### config.mk
export PLATFORM = sky130hd
export DESIGN_NAME = irq_aggregator
export DESIGN_NICKNAME = d
export VERILOG_FILES = /design/src/rtl/irq_agg_pkg.sv /design/src/rtl/irq_agg_sync.sv /design/src/rtl/irq_agg_bank.sv /design/src/rtl/irq_aggregator.sv
export SDC_FILE = /design/constraint.sdc
export NUM_CORES = 1
export LEC_CHECK = 0
export BUFFER_PORTS_ARGS = -buffer_cell sky130_fd_sc_hd__buf_4
export CORE_MARGIN = 10
export CORE_UTILIZATION = 48
export DETAILED_ROUTE_END_ITERATION = 8
export PLACE_DENSITY = 0.69
export SKIP_LAST_GASP = 1
export SYNTH_ARGS = -nofsm -noshare
export SYNTH_HDL_FRONTEND = slang
export SYNTH_SLANG_ARGS = --single-unit
### constraint.sdc
create_clock -name clk -period 1.6 [get_ports clk]
set_clock_uncertainty 0.2 [all_clocks]
set_input_delay 0.08 -clock clk [delete_from_list [all_inputs] [get_ports clk]]
set_output_delay 0.08 -clock clk [all_outputs]
set_load 0.05 [all_outputs]
### src/rtl/irq_agg_pkg.sv
// Shared types for the banked interrupt aggregator.
// Assumes: register address bit 0 selects status (0) or mask (1).
package irq_agg_pkg;
    typedef enum logic {
        REG_STATUS = 1'b0,
        REG_MASK   = 1'b1
    } reg_kind_e;
endpackage

### src/rtl/irq_agg_sync.sv
// Two-flop synchronizer with one extra history stage for rising-edge detection.
// Assumes: request lines are asynchronous; a rise is reported for one cycle.
module irq_agg_sync #(
    parameter int WIDTH = 24
) (
    input  logic             clk,
    input  logic             rst_n,
    input  logic [WIDTH-1:0] raw_in,
    output logic [WIDTH-1:0] lvl_out,
    output logic [WIDTH-1:0] rise_out
);
    logic [WIDTH-1:0] meta_q, sync_q, hist_q;

    // Purpose: bring requests into the clock domain and keep last sample.
    always_ff @(posedge clk) begin
        if (!rst_n) begin
            meta_q <= '0;
            sync_q <= '0;
            hist_q <= '0;
        end else begin
            meta_q <= raw_in;
            sync_q <= meta_q;
            hist_q <= sync_q;
        end
    end

    assign lvl_out  = sync_q;
    assign rise_out = sync_q & ~hist_q;

    // a held-high input reports its rise only once
    a_r9_one_cycle_rise: assert property (@(posedge clk) disable iff (!rst_n)
        (rise_out != '0) |=> ((rise_out & $past(rise_out)) == '0));
endmodule

### src/rtl/irq_agg_bank.sv
// One byte-wide bank: mask register, edge pending latches, clear-on-read.
// Assumes: LEVEL_BIT selects the one live level bit of this bank, -1 for none.
module irq_agg_bank #(
    parameter int BANK_W    = 8,
    parameter int LEVEL_BIT = -1
) (
    input  logic              clk,
    input  logic              rst_n,
    input  logic [BANK_W-1:0] lvl_in,
    input  logic [BANK_W-1:0] rise_in,
    input  logic              mask_we,
    input  logic [BANK_W-1:0] wdata,
    input  logic              stat_rd,
    output logic [BANK_W-1:0] mask_q,
    output logic [BANK_W-1:0] status,
    output logic [BANK_W-1:0] active
);
    localparam int LVL_SHIFT = (LEVEL_BIT >= 0) ? LEVEL_BIT : 0;
    localparam logic [BANK_W-1:0] LVL_ONEHOT =
        (LEVEL_BIT >= 0) ? (BANK_W'(1) << LVL_SHIFT) : '0;
    localparam logic [BANK_W-1:0] EDGE_BITS = ~LVL_ONEHOT;

    logic [BANK_W-1:0] pend_q, capture, clr;

    // Purpose: hold the enable mask written by the host.
    always_ff @(posedge clk) begin
        if (!rst_n) mask_q <= '0;
        else if (mask_we) mask_q <= wdata;
    end

    // Purpose: a rise latches only while enabled; a read clears, a rise wins.
    assign capture = rise_in & mask_q & EDGE_BITS;
    assign clr     = stat_rd ? EDGE_BITS : '0;

    // Purpose: edge pending latches.
    always_ff @(posedge clk) begin
        if (!rst_n) pend_q <= '0;
        else        pend_q <= (pend_q & ~clr) | capture;
    end

    assign status = pend_q | (lvl_in & mask_q & LVL_ONEHOT);
    assign active = status & mask_q;

    // a mask write loads the data
    a_r2_mask_load: assert property (@(posedge clk) disable iff (!rst_n)
        mask_we |=> (mask_q == $past(wdata)));
    // no pending bit appears for a source that was masked
    a_r4_masked_no_capture: assert property (@(posedge clk) disable iff (!rst_n)
        ((pend_q & ~$past(pend_q) & ~$past(mask_q)) == '0));
    // a read with no simultaneous rise leaves no edge pending bit
    a_r5_read_clears: assert property (@(posedge clk) disable iff (!rst_n)
        (stat_rd && ((rise_in & mask_q & EDGE_BITS) == '0)) |=> ((pend_q & EDGE_BITS) == '0));
    // a rise on the read edge survives the read
    a_r7_edge_wins: assert property (@(posedge clk) disable iff (!rst_n)
        stat_rd |=> ((pend_q & $past(rise_in & mask_q & EDGE_BITS)) == $past(rise_in & mask_q & EDGE_BITS)));
endmodule

### src/rtl/irq_aggregator.sv
// Top: synchronizes 24 requests, builds three banks, decodes the byte bus,
// registers read data and the combined interrupt.
// Assumes: one read strobe per read; reg_rd and reg_wr not asserted together.
module irq_aggregator
    import irq_agg_pkg::*;
#(
    parameter  int NUM_BANKS = 3,
    parameter  int BANK_W    = 8,
    parameter  int LEVEL_SRC = 10,
    localparam int NUM_SRC   = NUM_BANKS * BANK_W,
    localparam int ADDR_W    = $clog2(2 * NUM_BANKS),
    localparam int BSEL_W    = ADDR_W - 1
) (
    input  logic               clk,
    input  logic               rst_n,
    input  logic [NUM_SRC-1:0] irq_req,
    input  logic [ADDR_W-1:0]  reg_addr,
    input  logic               reg_rd,
    input  logic               reg_wr,
    input  logic [BANK_W-1:0]  reg_wdata,
    output logic [BANK_W-1:0]  reg_rdata,
    output logic               irq_out
);
    logic [NUM_SRC-1:0] req_lvl, req_rise;
    logic [BSEL_W-1:0]  sel_bank;
    reg_kind_e          sel_kind;
    logic               sel_ok;
    logic [NUM_BANKS-1:0][BANK_W-1:0] bank_status, bank_mask, bank_active;
    logic [BANK_W-1:0]  rd_word;
    logic               any_active;
    logic [BANK_W-1:0]  rdata_q;
    logic               irq_q;

    irq_agg_sync #(.WIDTH(NUM_SRC)) u_sync (
        .clk      (clk),
        .rst_n    (rst_n),
        .raw_in   (irq_req),
        .lvl_out  (req_lvl),
        .rise_out (req_rise)
    );

    // Purpose: split the address into bank and register kind.
    assign sel_bank = reg_addr[ADDR_W-1:1];
    assign sel_kind = reg_kind_e'(reg_addr[0]);
    assign sel_ok   = (int'(sel_bank) < NUM_BANKS);

    for (genvar b = 0; b < NUM_BANKS; b++) begin : g_bank
        localparam int LVL_BIT = ((LEVEL_SRC / BANK_W) == b) ? (LEVEL_SRC % BANK_W) : -1;
        irq_agg_bank #(.BANK_W(BANK_W), .LEVEL_BIT(LVL_BIT)) u_bank (
            .clk     (clk),
            .rst_n   (rst_n),
            .lvl_in  (req_lvl[b*BANK_W +: BANK_W]),
            .rise_in (req_rise[b*BANK_W +: BANK_W]),
            .mask_we (reg_wr && sel_ok && sel_kind == REG_MASK && sel_bank == BSEL_W'(b)),
            .wdata   (reg_wdata),
            .stat_rd (reg_rd && sel_ok && sel_kind == REG_STATUS && sel_bank == BSEL_W'(b)),
            .mask_q  (bank_mask[b]),
            .status  (bank_status[b]),
            .active  (bank_active[b])
        );
    end

    // Purpose: select the addressed register; unmapped addresses read 0.
    always_comb begin
        rd_word = '0;
        for (int b = 0; b < NUM_BANKS; b++) begin
            if (sel_bank == BSEL_W'(b))
                rd_word = (sel_kind == REG_MASK) ? bank_mask[b] : bank_status[b];
        end
    end

    assign any_active = |bank_active;

    // Purpose: register read data and the combined interrupt.
    always_ff @(posedge clk) begin
        if (!rst_n) begin
            rdata_q <= '0;
            irq_q   <= 1'b0;
        end else begin
            rdata_q <= reg_rd ? rd_word : '0;
            irq_q   <= any_active;
        end
    end

    assign reg_rdata = rdata_q;
    assign irq_out   = irq_q;

    // output rises after enabled pending work exists
    a_r8_irq_sets: assert property (@(posedge clk) disable iff (!rst_n)
        any_active |=> irq_out);
    // output drops once nothing enabled is pending
    a_r8_irq_clears: assert property (@(posedge clk) disable iff (!rst_n)
        !any_active |=> !irq_out);
    // unmapped reads return zero
    a_r2_unmapped_zero: assert property (@(posedge clk) disable iff (!rst_n)
        (reg_rd && !sel_ok) |=> (reg_rdata == '0));
endmodule

==> qor.txt <==
Hold Crit Class: primary input to flip-flop
CP max FO: 9
Hold Startpoint: reg_addr[0]
clk_lat worst skew: 520 ps
CTS H-tree lvls: 4
count leader, synth: dfxtp_1
Die Y: 116 µm
final period utilization: 96.8%
Slowest Stage Delay on Critical Path: 630 ps
clk slew on worst S/H paths: 60 ps
WL/cell: 17.3 µm
IO buf count: 47
CP bufs+invs: 2
Setup crit end kind: flip-flop
top cells by count, synth: dfxtp_1 (127), and2_1 (71), nand2_1 (54)
Worst Path Required: 1790 ps
layout net count: 618
Critical path origin: reg_addr[2]
CTS buffer count: 17
DR vias: 3,684
Initial DRC Count: 354
Place WS: 104 ps
Row Count: 35
Mapped Nets: 477
Setup-failing EPs final: 0
top cells by area, synth: dfxtp_1 (57%), and2_1 (10%), nand2_1 (4.5%)
worst reg2reg path depth: 3
reg2reg setup slack: 80 ps
Crit path arrival time: 1740 ps
crit path max-delay cell type: dlygate4sd3_1
post-synth top area cell: dfxtp_1
critical path type: primary input to flip-flop
total wire length: 12,200 µm
DRC Markers: 0
post-layout utilization of the core: 69.7%
Top FF cell, synth: dfxtp_1
layout cell share with drive strength beyond 1: 17.9%
Avg Vias per Cell: 5.25
PwrDens: 1180 nW/µm²
WP depth: 5
yosys warns: 0
largest vdd supply drop: 0.730 mV
CP endpoint: reg_rdata[4]$_SDFF_PN0_
Hold Slack: -46.3 ps
# Post-CTS Setup Buffers: 0
Yosys cell types: 28
GP Congestion: 0.873
reg2reg start: g_bank[2].u_bank.mask_q[4]$_SDFFE_PN0P_
Longest Clk Path Bufs: 2
Async S/R FF share, synth: 0%
fillcell total: 647
TritonCTS Sinks: 127
Detail Route Antenna Nets: 0
Slew Viols, Final: 0
gr ovfl total: 0
CTS tree: yes
die area: 13,500 µm²
Inserted Diodes: 0
Pwr Total: 0.00754 W
failing checks: hold timing
Initial Util: 48.7%
Final Hold Fails: 2
Synth top area share: 57.0%
Startpoint Class: primary input
Leakage: 2.53 nW
I/O pin cnt: 48
WHS Path Cells: 4
max frequency: 645 MHz
core area: 9150 µm²
cell family with most CP delay: buffers and inverters
Mapped Cells: 438
area delta synth->final: 42.9%
Netlist Area Pre-Place: 4460 µm²
CTS Root Buffer Type: clkbuf_8
Tmin final: 1550 ps
Max-Cap Viols: 0
first-pass GRT wire length: 19,400 µm
initial antenna violation count: 0
Die W: 116 µm
syn avg cell area: 10.2 µm²
post-synthesis sequential area ratio: 57.0%
dpl hpwl: 7220 µm
vias in the first global route: 3,840
status: finished, violations left
final worst-path setup slack: 50.8 ps
GR Util All Layers: 18.7%
Slew @ Worst Pin: 901 ps
pin count of the biggest net entering global routing: 30
total iterations of the first detailed-routing run: 5
Reg-to-Reg End: reg_rdata[4]$_SDFF_PN0_
worst path cell trace: buf_4 > dlygate4sd3_1 > mux4_2 > a22oi_1 > nor2_1
Seq cells post-synth: 127
Slew headroom: 40.0%
number of flops mapped to enable cells by yosys: 0
[report_power, final]
part	internal [W]	leakage [nW]	total [W]	switching (W)
combinational	0.000285	1.22	0.000498	0.000213
sequential	0.00326	1.04	0.00330	0.0000435
clock	0.00239	0.277	0.00374	0.00135
total	0.00593	2.53	0.00754	0.00160
[sequential cells by signal, indices dropped and copies added, names as in the netlist]
register,flops
irq_out,1
u_sync.meta_q,24
g_bank.u_bank.status,16
reg_rdata,8
u_sync.lvl_out,24
u_sync.hist_q,23
g_bank.u_bank.mask_q,24
g_bank.u_bank.pend_q,7
[timing repair]
item | CTS | global route
gates resized for setup | 0 | 5
setup endpoints to repair | 0 | 17
hold endpoints to repair | 86 | 8
hold buffers | 76 | 4
[through the flow]
stage / setup TNS (ps) / instance area (µm²) / instances
after floorplan: 0 / 4460 / 438
final: 0 / 6380 / 702
after global routing: -9.42 / 6380 / 702
after global placement: 0 / 4980 / 592
after CTS: 0 / 6330 / 699
after detailed placement: 0 / 4980 / 592
[cell usage in the layout (no fill, tap or decap), types with 4 or more instances in the layout]
cell type      Yosys  routed
nor2_1            12      12
a21oi_1            5       5
a22oi_1           15      15
and2_1            71      71
mux2i_1            8       8
buf_4              1      62
nand2_1           54      54
inv_1             23      23
a21boi_1          24      24
a211oi_1           9       8
nor2b_1           27      27
clkinv_2           0       4
dlygate4sd3_1      0      76
dfxtp_1          127     127
mux2_2             4       4
a32oi_1           23      23
clkbuf_16          0      16
[final cells by class]
| type | count | area (µm²) | share of cell area (%) |
|---|---|---|---|
| inverter | 24 | 90.1 | 1.41 |
| clock buffer | 20 | 435 | 6.83 |
| multi-input combinational | 267 | 1750 | 27.4 |
| tap | 111 | 139 | 2.18 |
| clock inverter | 11 | 141 | 2.22 |
| timing repair buffer | 142 | 1280 | 20.1 |
| sequential | 127 | 2540 | 39.9 |
[cells by family after synthesis]
family / synth area share, %
flops: 57.0
simple gates: 20.9
mux: 4.32
compound gates: 13.7
buf+inv: 4.10
[layer usage]
| metal | part of all wire [%] | vias up | global-route usage, % |
|---|---|---|---|
| met2 | 46 | 146 | 29.4 |
| met1 | 43 | 1751 | 22.7 |
| li1 | - | 1756 | - |
| met3 | 7.8 | 31 | 5.70 |
| met5 | 0 | - | 0 |
| met4 | 3.0 | 0 | 9.09 |
[worst min-delay path by stage]
| stage | slack [ps] | endpoint |
|---|---|---|
| 3_3_place_gp | 90 | u_sync.meta_q[15]$_SDFF_PN0_ |
| 6_report | -50 | reg_rdata[2]$_SDFF_PN0_ |
| 4_1_cts | -320 | reg_rdata[5]$_SDFF_PN0_ |
| 5_1_grt | 2 | reg_rdata[2]$_SDFF_PN0_ |
| 2_1_floorplan | 7 | u_sync.meta_q[0]$_SDFF_PN0_ |
| 3_5_place_dp | 90 | u_sync.meta_q[1]$_SDFF_PN0_ |
[worst min-delay path: cells and delay by family]
family,cells,cell delay (ps)
buf+inv,1,150
compound gates,3,380
Note: power is estimated with default switching activity, not from simulation.
